$ cat config.mk
export PLATFORM = sky130hd
export DESIGN_NAME = wb_merge_log
export DESIGN_NICKNAME = d
export VERILOG_FILES = /design/src/rtl/wbl_pkg.sv /design/src/rtl/wbl_slot_table.sv /design/src/rtl/wbl_sequencer.sv /design/src/rtl/wbl_merge_port.sv /design/src/rtl/wb_merge_log.sv
export SDC_FILE = /design/constraint.sdc
export NUM_CORES = 1
export LEC_CHECK = 0
export BUFFER_PORTS_ARGS = -buffer_cell sky130_fd_sc_hd__clkbuf_2
export CORE_MARGIN = 2
export CORE_UTILIZATION = 25
export DETAILED_ROUTE_END_ITERATION = 16
export GPL_ROUTABILITY_DRIVEN = 0
export SETUP_SLACK_MARGIN = 0.15
export SLEW_MARGIN = 20
export SYNTH_ARGS = -nofsm -noshare
export SYNTH_HDL_FRONTEND = slang
export SYNTH_HIERARCHICAL = 1
export SYNTH_SLANG_ARGS = --single-unit
$ cat constraint.sdc
create_clock -name clk -period 2.4 [get_ports clk]
set_input_delay 0.36 -clock clk [delete_from_list [all_inputs] [get_ports clk]]
set_output_delay 0.36 -clock clk [all_outputs]
set_load 0.02 [all_outputs]
$ cat src/rtl/wbl_pkg.sv
package wbl_pkg;

  // Which kind of walk the sequencer is performing.
  typedef enum logic [1:0] {
    WALK_IDLE  = 2'd0,
    WALK_CLEAR = 2'd1,
    WALK_APPLY = 2'd2
  } walk_mode_e;

endpackage

$ cat src/rtl/wbl_slot_table.sv
module wbl_slot_table #(
  parameter int SLOTS  = 4,
  parameter int IDX_W  = 5,
  parameter int DATA_W = 16,
  localparam int SLOT_W = $clog2(SLOTS)
) (
  input  logic              clk,
  input  logic              rst_n,
  input  logic              wr_en,
  input  logic [SLOT_W-1:0] wr_slot,
  input  logic [IDX_W-1:0]  wr_idx,
  input  logic [DATA_W-1:0] wr_val,
  input  logic              drop_all,
  output logic [SLOTS-1:0]  slot_vld,
  output logic [IDX_W-1:0]  slot_idx [SLOTS],
  output logic [DATA_W-1:0] slot_val [SLOTS]
);

  for (genvar s = 0; s < SLOTS; s++) begin : g_slot
    logic hit;
    assign hit = wr_en && (wr_slot == SLOT_W'(s));

    always_ff @(posedge clk or negedge rst_n) begin
      if (!rst_n) begin
        slot_vld[s] <= 1'b0;
        slot_idx[s] <= '0;
        slot_val[s] <= '0;
      end else if (hit) begin
        slot_vld[s] <= 1'b1;
        slot_idx[s] <= wr_idx;
        slot_val[s] <= wr_val;
      end else if (drop_all) begin
        slot_vld[s] <= 1'b0;
      end
    end
  end


  slot_store_chk: assert property (@(posedge clk) disable iff (!rst_n)
    wr_en |=> (slot_vld[$past(wr_slot)] && slot_idx[$past(wr_slot)] == $past(wr_idx)
               && slot_val[$past(wr_slot)] == $past(wr_val)));

endmodule

$ cat src/rtl/wbl_sequencer.sv
module wbl_sequencer
  import wbl_pkg::*;
#(
  parameter int SLOTS = 4,
  localparam int SLOT_W = $clog2(SLOTS)
) (
  input  logic              clk,
  input  logic              rst_n,
  input  logic              clr_go,
  input  logic              apply_go,
  input  logic [SLOTS-1:0]  slot_vld,
  output walk_mode_e        mode,
  output logic [SLOT_W-1:0] ptr,
  output logic              step_en,
  output logic              drop_all,
  output logic              busy
);

  localparam logic [SLOT_W-1:0] LAST = SLOT_W'(SLOTS - 1);

  walk_mode_e        mode_q;
  logic [SLOT_W-1:0] ptr_q;
  logic              done_now;

  assign busy     = (mode_q != WALK_IDLE);
  assign step_en  = busy && slot_vld[ptr_q];
  assign done_now = busy && (!slot_vld[ptr_q] || ptr_q == LAST);
  assign drop_all = done_now && (mode_q == WALK_APPLY);
  assign mode     = mode_q;
  assign ptr      = ptr_q;

  always_ff @(posedge clk or negedge rst_n) begin
    if (!rst_n) begin
      mode_q <= WALK_IDLE;
      ptr_q  <= '0;
    end else if (!busy) begin
      ptr_q <= '0;
      if (clr_go)        mode_q <= WALK_CLEAR;
      else if (apply_go) mode_q <= WALK_APPLY;
    end else if (done_now) begin
      mode_q <= WALK_IDLE;
      ptr_q  <= '0;
    end else begin
      ptr_q <= ptr_q + 1'b1;
    end
  end

  // Counts cycles already spent in the current walk.
  logic [SLOT_W:0] run_cnt;
  always_ff @(posedge clk or negedge rst_n) begin
    if (!rst_n)     run_cnt <= '0;
    else if (!busy) run_cnt <= '0;
    else            run_cnt <= run_cnt + 1'b1;
  end


  walk_len_chk: assert property (@(posedge clk) disable iff (!rst_n)
    busy |-> (run_cnt < (SLOT_W+1)'(SLOTS)));


  slot_order_chk: assert property (@(posedge clk) disable iff (!rst_n)
    (busy && $past(busy)) |-> (ptr_q == SLOT_W'($past(ptr_q) + 1'b1)));


  mode_hold_chk: assert property (@(posedge clk) disable iff (!rst_n)
    (busy && !done_now) |=> (mode_q == $past(mode_q)));


  clear_first_chk: assert property (@(posedge clk) disable iff (!rst_n)
    (!busy && clr_go && apply_go) |=> (mode_q == WALK_CLEAR));

endmodule

$ cat src/rtl/wbl_merge_port.sv
module wbl_merge_port
  import wbl_pkg::*;
#(
  parameter int SLOTS  = 4,
  parameter int IDX_W  = 5,
  parameter int DATA_W = 16,
  localparam int SLOT_W = $clog2(SLOTS)
) (
  input  walk_mode_e        mode,
  input  logic [SLOT_W-1:0] ptr,
  input  logic              step_en,
  input  logic [IDX_W-1:0]  slot_idx [SLOTS],
  input  logic [DATA_W-1:0] slot_val [SLOTS],
  input  logic [DATA_W-1:0] rf_rdata,
  output logic [IDX_W-1:0]  rf_raddr,
  output logic              rf_we,
  output logic [IDX_W-1:0]  rf_waddr,
  output logic [DATA_W-1:0] rf_wdata
);

  logic [IDX_W-1:0]  cur_idx;
  logic [DATA_W-1:0] cur_val;

  assign cur_idx  = slot_idx[ptr];
  assign cur_val  = slot_val[ptr];
  assign rf_raddr = cur_idx;
  assign rf_waddr = cur_idx;
  assign rf_we    = step_en;

  always_comb begin
    unique case (mode)
      WALK_APPLY: rf_wdata = rf_rdata | cur_val;
      default:    rf_wdata = '0;
    endcase
  end

endmodule

$ cat src/rtl/wb_merge_log.sv
module wb_merge_log
  import wbl_pkg::*;
#(
  parameter int SLOTS  = 4,
  parameter int IDX_W  = 5,
  parameter int DATA_W = 16,
  localparam int SLOT_W = $clog2(SLOTS)
) (
  input  logic              clk,
  input  logic              rst_n,
  input  logic              log_valid,
  output logic              log_ready,
  input  logic [SLOT_W-1:0] log_slot,
  input  logic [IDX_W-1:0]  log_idx,
  input  logic [DATA_W-1:0] log_data,
  input  logic              clr_go,
  input  logic              apply_go,
  output logic              busy,
  output logic [IDX_W-1:0]  rf_raddr,
  input  logic [DATA_W-1:0] rf_rdata,
  output logic              rf_we,
  output logic [IDX_W-1:0]  rf_waddr,
  output logic [DATA_W-1:0] rf_wdata
);

  walk_mode_e        mode;
  logic [SLOT_W-1:0] ptr;
  logic              step_en;
  logic              drop_all;
  logic              wr_en;
  logic [SLOTS-1:0]  slot_vld;
  logic [IDX_W-1:0]  slot_idx [SLOTS];
  logic [DATA_W-1:0] slot_val [SLOTS];

  assign log_ready = !busy;
  assign wr_en     = log_valid && log_ready;

  wbl_slot_table #(.SLOTS(SLOTS), .IDX_W(IDX_W), .DATA_W(DATA_W)) i_table (
    .clk      (clk),
    .rst_n    (rst_n),
    .wr_en    (wr_en),
    .wr_slot  (log_slot),
    .wr_idx   (log_idx),
    .wr_val   (log_data),
    .drop_all (drop_all),
    .slot_vld (slot_vld),
    .slot_idx (slot_idx),
    .slot_val (slot_val)
  );

  wbl_sequencer #(.SLOTS(SLOTS)) i_seq (
    .clk      (clk),
    .rst_n    (rst_n),
    .clr_go   (clr_go),
    .apply_go (apply_go),
    .slot_vld (slot_vld),
    .mode     (mode),
    .ptr      (ptr),
    .step_en  (step_en),
    .drop_all (drop_all),
    .busy     (busy)
  );

  wbl_merge_port #(.SLOTS(SLOTS), .IDX_W(IDX_W), .DATA_W(DATA_W)) i_merge (
    .mode     (mode),
    .ptr      (ptr),
    .step_en  (step_en),
    .slot_idx (slot_idx),
    .slot_val (slot_val),
    .rf_rdata (rf_rdata),
    .rf_raddr (rf_raddr),
    .rf_we    (rf_we),
    .rf_waddr (rf_waddr),
    .rf_wdata (rf_wdata)
  );


  log_empty_chk: assert property (@(posedge clk) disable iff (!rst_n)
    (!busy && $past(busy) && $past(mode == WALK_APPLY)) |-> (slot_vld == '0));


  write_in_walk_chk: assert property (@(posedge clk) disable iff (!rst_n)
    rf_we |-> busy);


  clear_zero_chk: assert property (@(posedge clk) disable iff (!rst_n)
    (rf_we && mode == WALK_CLEAR) |-> (rf_wdata == '0));

endmodule

==> metrics.cfg, run 1 <==
[synthesis]
synth_seq_cells=92
syn_area_per_cell_um2=15.8
synth_largest_area_cell=dfrtp_1
syn-num-nets=310
syn-cell-area_um2=4200
syn_inst=265
synth_top_area_share_pct=54.9
ys_warn_count=6
ys_types=29
ys_seq_area_share_pct=54.9
synth_area_leaders=dfrtp_1 (55%), mux2_2 (22%), mux4_2 (10%)

[timing]
max_freq_mhz=450
timing.hold.ws_ns=0.286
period_share_pct=92.5
final-setup-viol-count=0
rsz0062_at_grt=yes
fin_setup_tns_ns=0
clock_skew_ns=0.00379
finalHoldViolCount=0
drv_slew=0
fin_crit_ns=2.22
worst_slew_pin_slew_ns=0.419
relSlewSlack_pct=72.1

[clock_network]
cts.sinks=92
cts_tree=built
cts_root_buf=clkbuf_16
htreeDepth=3
clk_transition_reported_paths_ns=0.06
numCtsBuffers=9
ctsLongestPathBuffers=2
worst_skew_pair.late_latency_ns=0.33

[detailed_routing]
drtAntennaViolNets=0
drt_iter0_drc=110
wl_um=9300
vias=2476
drc_errors=0
via_per_inst=4.36
first_pass_iters=3
wl_per_cell_um=16.4

[setup_path]
crit_required_ns=2.04
worstSetupStartpointType=register
regToRegSetupSlack_ns=0.35
r2r_cells=6
worst-path-max-fanout=11
crit_path_max_incr_delay_ns=0.56
arrival_ns=1.86
reg2reg_to=i_table/slot_val[48]$_DFFE_PN0P_
timing.rr.start=i_seq/mode[0]$_DFFE_PN0P_
cpMaxStageDelayCell=mux4_1
path_cells=buf_12 -> mux4_1 -> o21a_1 -> clkbuf_2
criticalPathCategory=register to primary output
crit_path_end_kind=primary output

[floorplan]
die_h_um=134
die_w_um=134
core_um2=16500
row_count=47
dieArea_um2=17800
initial_core_util_pct=25.5
ios=73

[power_and_ir_drop]
power_frac_seq_pct=41.3
pwr-share-clk_pct=20.0
switching_share_pct=32.4
power.leakage_nw=2.28
p_int_mw=4.48
power_frac_comb_pct=38.8
p_per_area_nw_per_um2=1280
irDropWorstVdd_mv=0.351
p_sw_mw=2.14

[global_route]
grt_max_degree=47
grt.overflow.total=0
grt_usage_pct=11.2
grtUsageMet1_pct=13.7
grt_pass1_vias=2684
grt_util_met3_pct=2.66
met2_usage_pct=19.1
grt_first_pass_wirelength_um=15200
antenna_found_initial=1
busiest_layer=met2

[min_path]
min_path_cells=2
holdCritStartpoint=apply_go
min_to=i_seq/mode[1]$_DFFE_PN0P_
holdCritPathClass=input port to register

[placed_design]
dp_hpwl_um=6470
portBuffers=72

[outcome]
status=finished, final reports clean

[cells_and_area]
fin_nets=389
final_core_util_pct=31.4
antenna_cells=0
fillers=1669
drive_above_1_share_pct=59.8
area_growth_syn_to_layout_pct=23.3

[job]
maxCapViolations=0

## stage by stage
stage / std cells / setup WS [ns] / instance area (µm²) / power [mW]
3_5_place_dp: 550 / 0.354 / 4850 / 5.33
6_report: 568 / 0.179 / 5170 / 6.62
5_1_grt: 568 / 0.103 / 5170 / 7.02
3_3_place_gp: 550 / 0.418 / 4850 / 5.22
2_1_floorplan: 265 / 0.471 / 4200 / 4.61
4_1_cts: 568 / 0.135 / 5170 / 6.72
## area by class of cell
type | count | area [µm²] | area share, %
flip-flops and latches | 92 | 2300 | 44.5
inverters | 7 | 26.3 | 0.508
clock buffers | 12 | 256 | 4.96
clock inverters | 3 | 21.3 | 0.411
well taps | 220 | 275 | 5.32
repair buffers | 88 | 543 | 10.5
multi-input cells | 146 | 1750 | 33.8
## state kept, by name, summed over array words and instances (netlist names)
signal	cells
i_table/slot_vld	4
i_table/slot_val	64
i_seq/ptr	2
i_table/slot_idx	20
i_seq/mode	2
## per-layer routing
| layer | up-vias | part of all wire (%) |
|---|---|---|
| li1 | 1133 | - |
| met1 | 1291 | 44 |
| met4 | 2 | 1.7 |
| met3 | 12 | 3.7 |
| met2 | 38 | 51 |
| met5 | - | 0.14 |
## cell usage after synthesis
master    count
a32o_1        1
buf_1         1
inv_1         7
mux4_1        2
nand3b_1      2
mux4_2       19
o21a_1       16
clkbuf_1      2
nand3_1       1
ha_1          1
buf_2         7
and3_1        1
nor2_1        1
mux2_1        1
mux2_2       83
or2b_1        1
nor3_1        1
or2_1         1
buf_4         8
nor3b_2       2
a21o_1        2
dfrtp_1      92
buf_6         2
o22ai_2       1
mux2i_1       2
nor2b_1       3
nor4_1        1
o21ai_0       3
a211oi_1      1
## repair_timing
| action | in CTS | in global routing |
|---|---|---|
| resized for setup | 1 | 0 |
| buffers inserted | 1 | 0 |
| hold buffers | 1 | 0 |
| setup endpoints to repair | 13 | 10 |
| cloned | 1 | 0 |
| hold endpoints to repair | 14 | 0 |
## worst max path at each step
stage	slack (ns)	to	from
4_1_cts	0.14	rf_wdata[13]	i_seq/ptr[0]$_DFF_PN0_
6_report	0.18	rf_wdata[13]	i_seq/ptr[0]$_DFF_PN0_
5_1_grt	0.10	rf_wdata[10]	i_seq/ptr[0]$_DFF_PN0_
3_5_place_dp	0.35	i_table/slot_val[48]$_DFFE_PN0P_	i_seq/mode[0]$_DFFE_PN0P_
3_3_place_gp	0.42	i_table/slot_val[56]$_DFFE_PN0P_	i_seq/mode[0]$_DFFE_PN0P_
2_1_floorplan	0.47	rf_waddr[0]	i_seq/ptr[0]$_DFF_PN0_
## power by group through the flow
stage          sequential (mW)  clock [mW]  combinational (mW)
2_1_floorplan             2.60           0                2.01
3_3_place_gp              2.69           0                2.53
3_5_place_dp              2.76           0                2.57
4_1_cts                   2.73        1.35                2.63
5_1_grt                   2.82        1.41                2.80
6_report                  2.73        1.32                2.57
## worst max-delay path: cells and delay by family, from the launching register on
| family | cells | cell delay (ns) |
|---|---|---|
| DFF | 1 | 0.45 |
| AOI/OAI and AO/OA | 1 | 0.18 |
| muxes | 1 | 0.56 |
| buffers and inverters | 2 | 0.33 |
## logic make-up after synthesis
family                     Yosys count  synth area share [%]
muxes                              107                  34.5
DFF                                 92                  54.9
buffers and inverters               27                  3.70
AOI/OAI and AO/OA                   24                  4.29
and+or+nand+nor                     14                  2.36
adders and majority gates            1                 0.298
## placed cells by master (no fill, tap or decap), types with 2 or more instances in the layout
master	n
dfrtp_1	91
mux2_2	83
clkbuf_2	71
mux4_2	19
o21a_1	16
buf_4	12
clkbuf_16	9
inv_1	7
buf_12	3
o21ai_0	3
nor2b_1	2
clkbuf_8	2
mux4_1	2
mux2i_1	2
a21o_1	2
nand3b_1	2
Note: power is estimated with default switching activity, not from simulation.
==> run 2, diff against run 1 <==
--- a/config.mk
+++ b/config.mk
@@ -10,6 +10,7 @@
 export CORE_UTILIZATION = 25
 export DETAILED_ROUTE_END_ITERATION = 16
 export GPL_ROUTABILITY_DRIVEN = 0
+export PLACE_DENSITY_LB_ADDON = 0.3
 export SETUP_SLACK_MARGIN = 0.15
 export SLEW_MARGIN = 20
 export SYNTH_ARGS = -nofsm -noshare
==> run 2 against run 1 <==
Global-route usage increased by 0.078 points. Power is 2.9% higher. Clock power increased by 11%. Sequential share of layout area shrank 0.42 points. Register-to-register slack barely moved. Die area unchanged. Critical path depth unchanged. Routed wire length increased by 3.6%. Clock-buffer cell count fell by 2. Clock skew is 0.0015 ns higher. Design area up 1.0%. Largest cell class unchanged. Highest routed layer is now met4.
==> metrics.cfg, run 2 (synthesized netlist as in run 1, its figures left out) <==
[outcome]
status=finished, final reports clean

[setup_path]
worstSetupStartpointType=register
crit_path_max_incr_delay_ns=0.52
arrival_ns=1.87
path_cells=clkbuf_16 -> mux4_2 -> o21a_1 -> buf_2
cpMaxStageDelayCell=mux4_2
crit_required_ns=2.04
path_delay_family=multiplexers
critPathBufInv=2
crit_path_end_kind=primary output
criticalPathCategory=register to primary output
worst-path-max-fanout=7

[detailed_routing]
drt_iter0_drc=96
first_pass_iters=4
met2WireLength_um=4750
vias=2520
wl_um=9640
drt-met1-wl_um=4360
wl_per_cell_um=16.9
drc_errors=0
via_per_inst=4.43
wl_met3_um=428
drtAntennaViolNets=0
routed.top_layer=met4

[floorplan]
initial_core_util_pct=25.5
dieArea_um2=17800
core_um2=16500
die_h_um=134
ios=73
die_w_um=134
row_count=47

[clock_network]
hold_buffers=0
clk_transition_reported_paths_ns=0.06
cts_tree=built
cts_root_buf=clkbuf_16
worst_skew_pair.late_latency_ns=0.34
cts.sinks=92
numCtsBuffers=9
ctsLongestPathBuffers=2
htreeDepth=3

[cells_and_area]
fin_cells=569
largest_register_ffs=64
layout_common_cells=dfrtp_1 (90), mux2_2 (83), clkbuf_2 (61)
regMostFlops=i_table/slot_val
largestRegisters=i_table/slot_val x64, i_table/slot_idx x20, i_table/slot_vld x4
drive_above_1_share_pct=60.7
final_common_cell=dfrtp_1
antenna_cells=0
area_growth_syn_to_layout_pct=24.5
fin_nets=390

[placed_design]
pre_cts_slack_ns=0.406
place_inst=550
portBuffers=72
dp_hpwl_um=6490

[timing]
worst_slew_pin_slew_ns=0.591
finalWorstSetupSlack_ns=0.170
fin_setup_tns_ns=0
relSlewSlack_pct=60.6
rsz0062_at_grt=yes
period_share_pct=92.9
final-setup-viol-count=0
fin_crit_ns=2.23
max_freq_mhz=448
finalHoldViolCount=0
drv_slew=0
clock_skew_ns=0.00527

[global_route]
grt_pass1_vias=2665
grt_usage_pct=11.3
grt_max_degree=49
grt_first_pass_wirelength_um=15100
grt.overflow.total=0
antenna_found_initial=0

[power_and_ir_drop]
power_frac_comb_pct=38.3
p_sw_mw=2.15
irDropWorstVdd_mv=0.429
power.leakage_nw=2.30
p_per_area_nw_per_um2=1300
switching_share_pct=31.5
pwr-share-clk_pct=21.6
p_int_mw=4.66
power_frac_seq_pct=40.1

[job]
maxCapViolations=0

[min_path]
holdCritPathClass=input port to async pin

==> run 2: routing by layer <==
| metal | vias up | track usage (%) |
|---|---|---|
| met5 | - | 0 |
| li1 | 1145 | - |
| met2 | 54 | 17.9 |
| met3 | 8 | 3.61 |
| met4 | 0 | 3.19 |
| met1 | 1313 | 14.8 |
==> run 2: final timing paths <==
| check | from | endpoint | slack, ns | depth (start not counted) |
|---|---|---|---|---|
| setup / recovery | i_seq/ptr[0]$_DFF_PN0_ | rf_wdata[12] | 0.17 | 4 |
| hold / removal | rst_n | i_table/slot_val[13]$_DFFE_PN0P_ | 0.02 | 1 |
| setup reg to reg | i_seq/mode[0]$_DFFE_PN0P_ | i_table/slot_val[55]$_DFFE_PN0P_ | 0.36 | 6 |
| hold reg to reg | i_table/slot_val[53]$_DFFE_PN0P_ | i_table/slot_val[53]$_DFFE_PN0P_ | 0.49 | 1 |
| max in group asynchronous | rst_n | i_seq/ptr[0]$_DFF_PN0_ | 1.69 | 2 |
| min in group clk | log_data[5] | i_table/slot_val[53]$_DFFE_PN0P_ | 0.30 | 2 |
==> run 2: stage by stage <==
step           hold WS (ns)  util (%)  power, mW  area, µm²
5_1_grt              0.0644      31.7       7.27       5230
3_3_place_gp          0.401      29.5       5.24       4850
6_report             0.0161      31.7       6.81       5230
3_5_place_dp          0.410      29.5       5.34       4850
2_1_floorplan        0.0644         -       4.61       4200
4_1_cts              0.0387      31.3       6.84       5160
==> run 2: power groups by stage <==
stage | Clock (mW) | Sequential, mW | Combinational, mW
2_1_floorplan | 0 | 2.60 | 2.01
3_3_place_gp | 0 | 2.69 | 2.55
3_5_place_dp | 0 | 2.74 | 2.60
4_1_cts | 1.52 | 2.72 | 2.60
5_1_grt | 1.60 | 2.83 | 2.85
6_report | 1.47 | 2.73 | 2.61
==> run 2: what timing repair did <==
action	in CTS	in global routing
pin swaps	0	1
endpoints found under the setup margin	2	15
gates resized for setup	1	13
buffers inserted	0	2
cloned	0	2
==> run 2: cell type report <==
cell class                      instances  area [µm²]
Multi-Input combinational cell        146        1740
Inverter                                7        26.3
Clock inverter                          5        77.6
Timing Repair Buffer                   89         569
Fill cell                            1669       11200
Tap cell                              220         275
Sequential cell                        92        2300
Clock buffer                           10         229
==> run 3, diff against run 2 <==
--- a/config.mk
+++ b/config.mk
@@ -7,7 +7,7 @@
 export LEC_CHECK = 0
 export BUFFER_PORTS_ARGS = -buffer_cell sky130_fd_sc_hd__clkbuf_2
 export CORE_MARGIN = 2
-export CORE_UTILIZATION = 25
+export CORE_UTILIZATION = 56
 export DETAILED_ROUTE_END_ITERATION = 16
 export GPL_ROUTABILITY_DRIVEN = 0
 export PLACE_DENSITY_LB_ADDON = 0.3
==> run 3 against run 2 <==
Combinational power shrank 3%. Largest power group unchanged. Via count shrank 1.3%. Fmax grew 0.19%. Routed wire length shrank 17%.
==> metrics.cfg, run 3 (synthesized netlist as in run 1, its figures left out) <==
[timing]
relSlewSlack_pct=71.7
fin_setup_tns_ns=0
period_share_pct=92.8
timing.hold.ws_ns=0.270
final-setup-viol-count=0
rsz0062_at_grt=yes
fin_crit_ns=2.23
drv_slew=0
max_freq_mhz=449
clock_skew_ns=0.00518
finalHoldViolCount=0
worst_slew_pin_slew_ns=0.424

[floorplan]
die_h_um=90.6
ios=73
row_count=31
core_um2=7250
dieArea_um2=8200
initial_core_util_pct=57.8
die_w_um=90.6

[setup_path]
crit_path_end_kind=primary output
crit_required_ns=2.04
path_cells=clkbuf_16 -> mux4_2 -> o21a_1 -> clkbuf_2
cpMaxStageDelayCell=mux4_2
worstSetupStartpointType=register
arrival_ns=1.87
critPathBufInv=2
worst-path-max-fanout=7
crit_path_max_incr_delay_ns=0.50
path_delay_family=multiplexers
regToRegSetupSlack_ns=0.36
criticalPathCategory=register to primary output

[global_route]
grt_max_degree=34
grt_usage_pct=19.8
grt_first_pass_wirelength_um=12600
grt.overflow.total=0
antenna_found_initial=0
grt_pass1_vias=2502

[clock_network]
htreeDepth=3
worst_skew_pair.late_latency_ns=0.35
cts_tree=built
post-cts-setup-buffers=0
ctsLongestPathBuffers=2
numCtsBuffers=9
clk_transition_reported_paths_ns=0.09
cts_root_buf=clkbuf_8
cts.sinks=92

[power_and_ir_drop]
power.leakage_nw=2.26
p_per_area_nw_per_um2=1290
irDropWorstVdd_mv=0.741
totalPowerFinal_mw=6.43

[cells_and_area]
fillers=514
multiInputGateArea_um2=1740
final_common_cell=dfrtp_1
fin_nets=388
final_core_util_pct=68.9
largestRegisters=i_table/slot_val x64, i_table/slot_idx x20, i_table/slot_vld x4
drive_above_1_share_pct=60.1
regMostFlops=i_table/slot_val
layout_common_cells=dfrtp_1 (90), mux2_2 (83), clkbuf_2 (66)
area_growth_syn_to_layout_pct=19.1
largest_register_ffs=64
regArea_um2=2300
antenna_cells=0

[min_path]
holdCritPathClass=input port to register

[detailed_routing]
drt_iter0_drc=190
met2WireLength_um=4080
drc_errors=0
via_per_inst=5.57
first_pass_iters=4
wl_per_cell_um=17.9
routed.top_layer=met4
drtAntennaViolNets=0
vias=2488
wl_um=8020
drt-met1-wl_um=3630
wl_met3_um=232

[job]
maxCapViolations=0

[placed_design]
portBuffers=72
dp_hpwl_um=5090

[outcome]
status=finished, final reports clean

## run 3: cell count changes in the layout (fill, tap and decap cells not counted), sizes merged
cell,change
buf,-8
clkinv,-2
dlygate4sd3,+1
clkbuf,+8
## run 3: layout make-up
cell class,count,share of cell area (%)
Sequential cell,92,46.1
Multi-Input combinational cell,146,34.8
Timing Repair Buffer,87,11.3
Clock buffer,13,3.38
Tap cell,99,2.48
Clock inverter,3,1.35
Inverter,7,0.526
## run 3: metal layers
layer / vias to the layer above / track usage, %
li1: 1134 / -
met1: 1307 / 27.0
met2: 42 / 32.3
met3: 5 / 4.26
met4: 0 / 6.15
met5: - / 0
## run 3: power breakdown
group          switching [mW]  internal (mW)
Clock                   0.498          0.673
Sequential              0.405           2.32
Combinational            1.12           1.41
## run 3: metrics by stage
step                cells  area (µm²)  worst slack (ns)
floorplan             265        4200             0.471
global placement      428        4700             0.499
detailed placement    428        4700             0.407
CTS                   445        4950             0.154
global route          447        4990             0.121
finish                447        4990             0.174
## run 3: path summary, 6_finish.rpt
kind                                                  startpoint                          endpoint  cells after the start
max in group asynchronous                                  rst_n   i_table/slot_vld[3]$_DFFE_PN0P_                      3
min in group asynchronous                                  rst_n  i_table/slot_val[58]$_DFFE_PN0P_                      2
worst min-delay path                                    apply_go         i_seq/mode[1]$_DFFE_PN0P_                      2
worst max register to register         i_seq/mode[0]$_DFFE_PN0P_  i_table/slot_val[57]$_DFFE_PN0P_                      6
worst max-delay path                      i_seq/ptr[0]$_DFF_PN0_                       rf_wdata[9]                      4
worst min register to register  i_table/slot_val[26]$_DFFE_PN0P_  i_table/slot_val[26]$_DFFE_PN0P_                      1
## run 3: timing repair
action	in CTS	in global routing
gates resized for setup	0	7
endpoints found under the hold margin	30	0
hold buffers	1	0
endpoints found under the setup margin	0	13
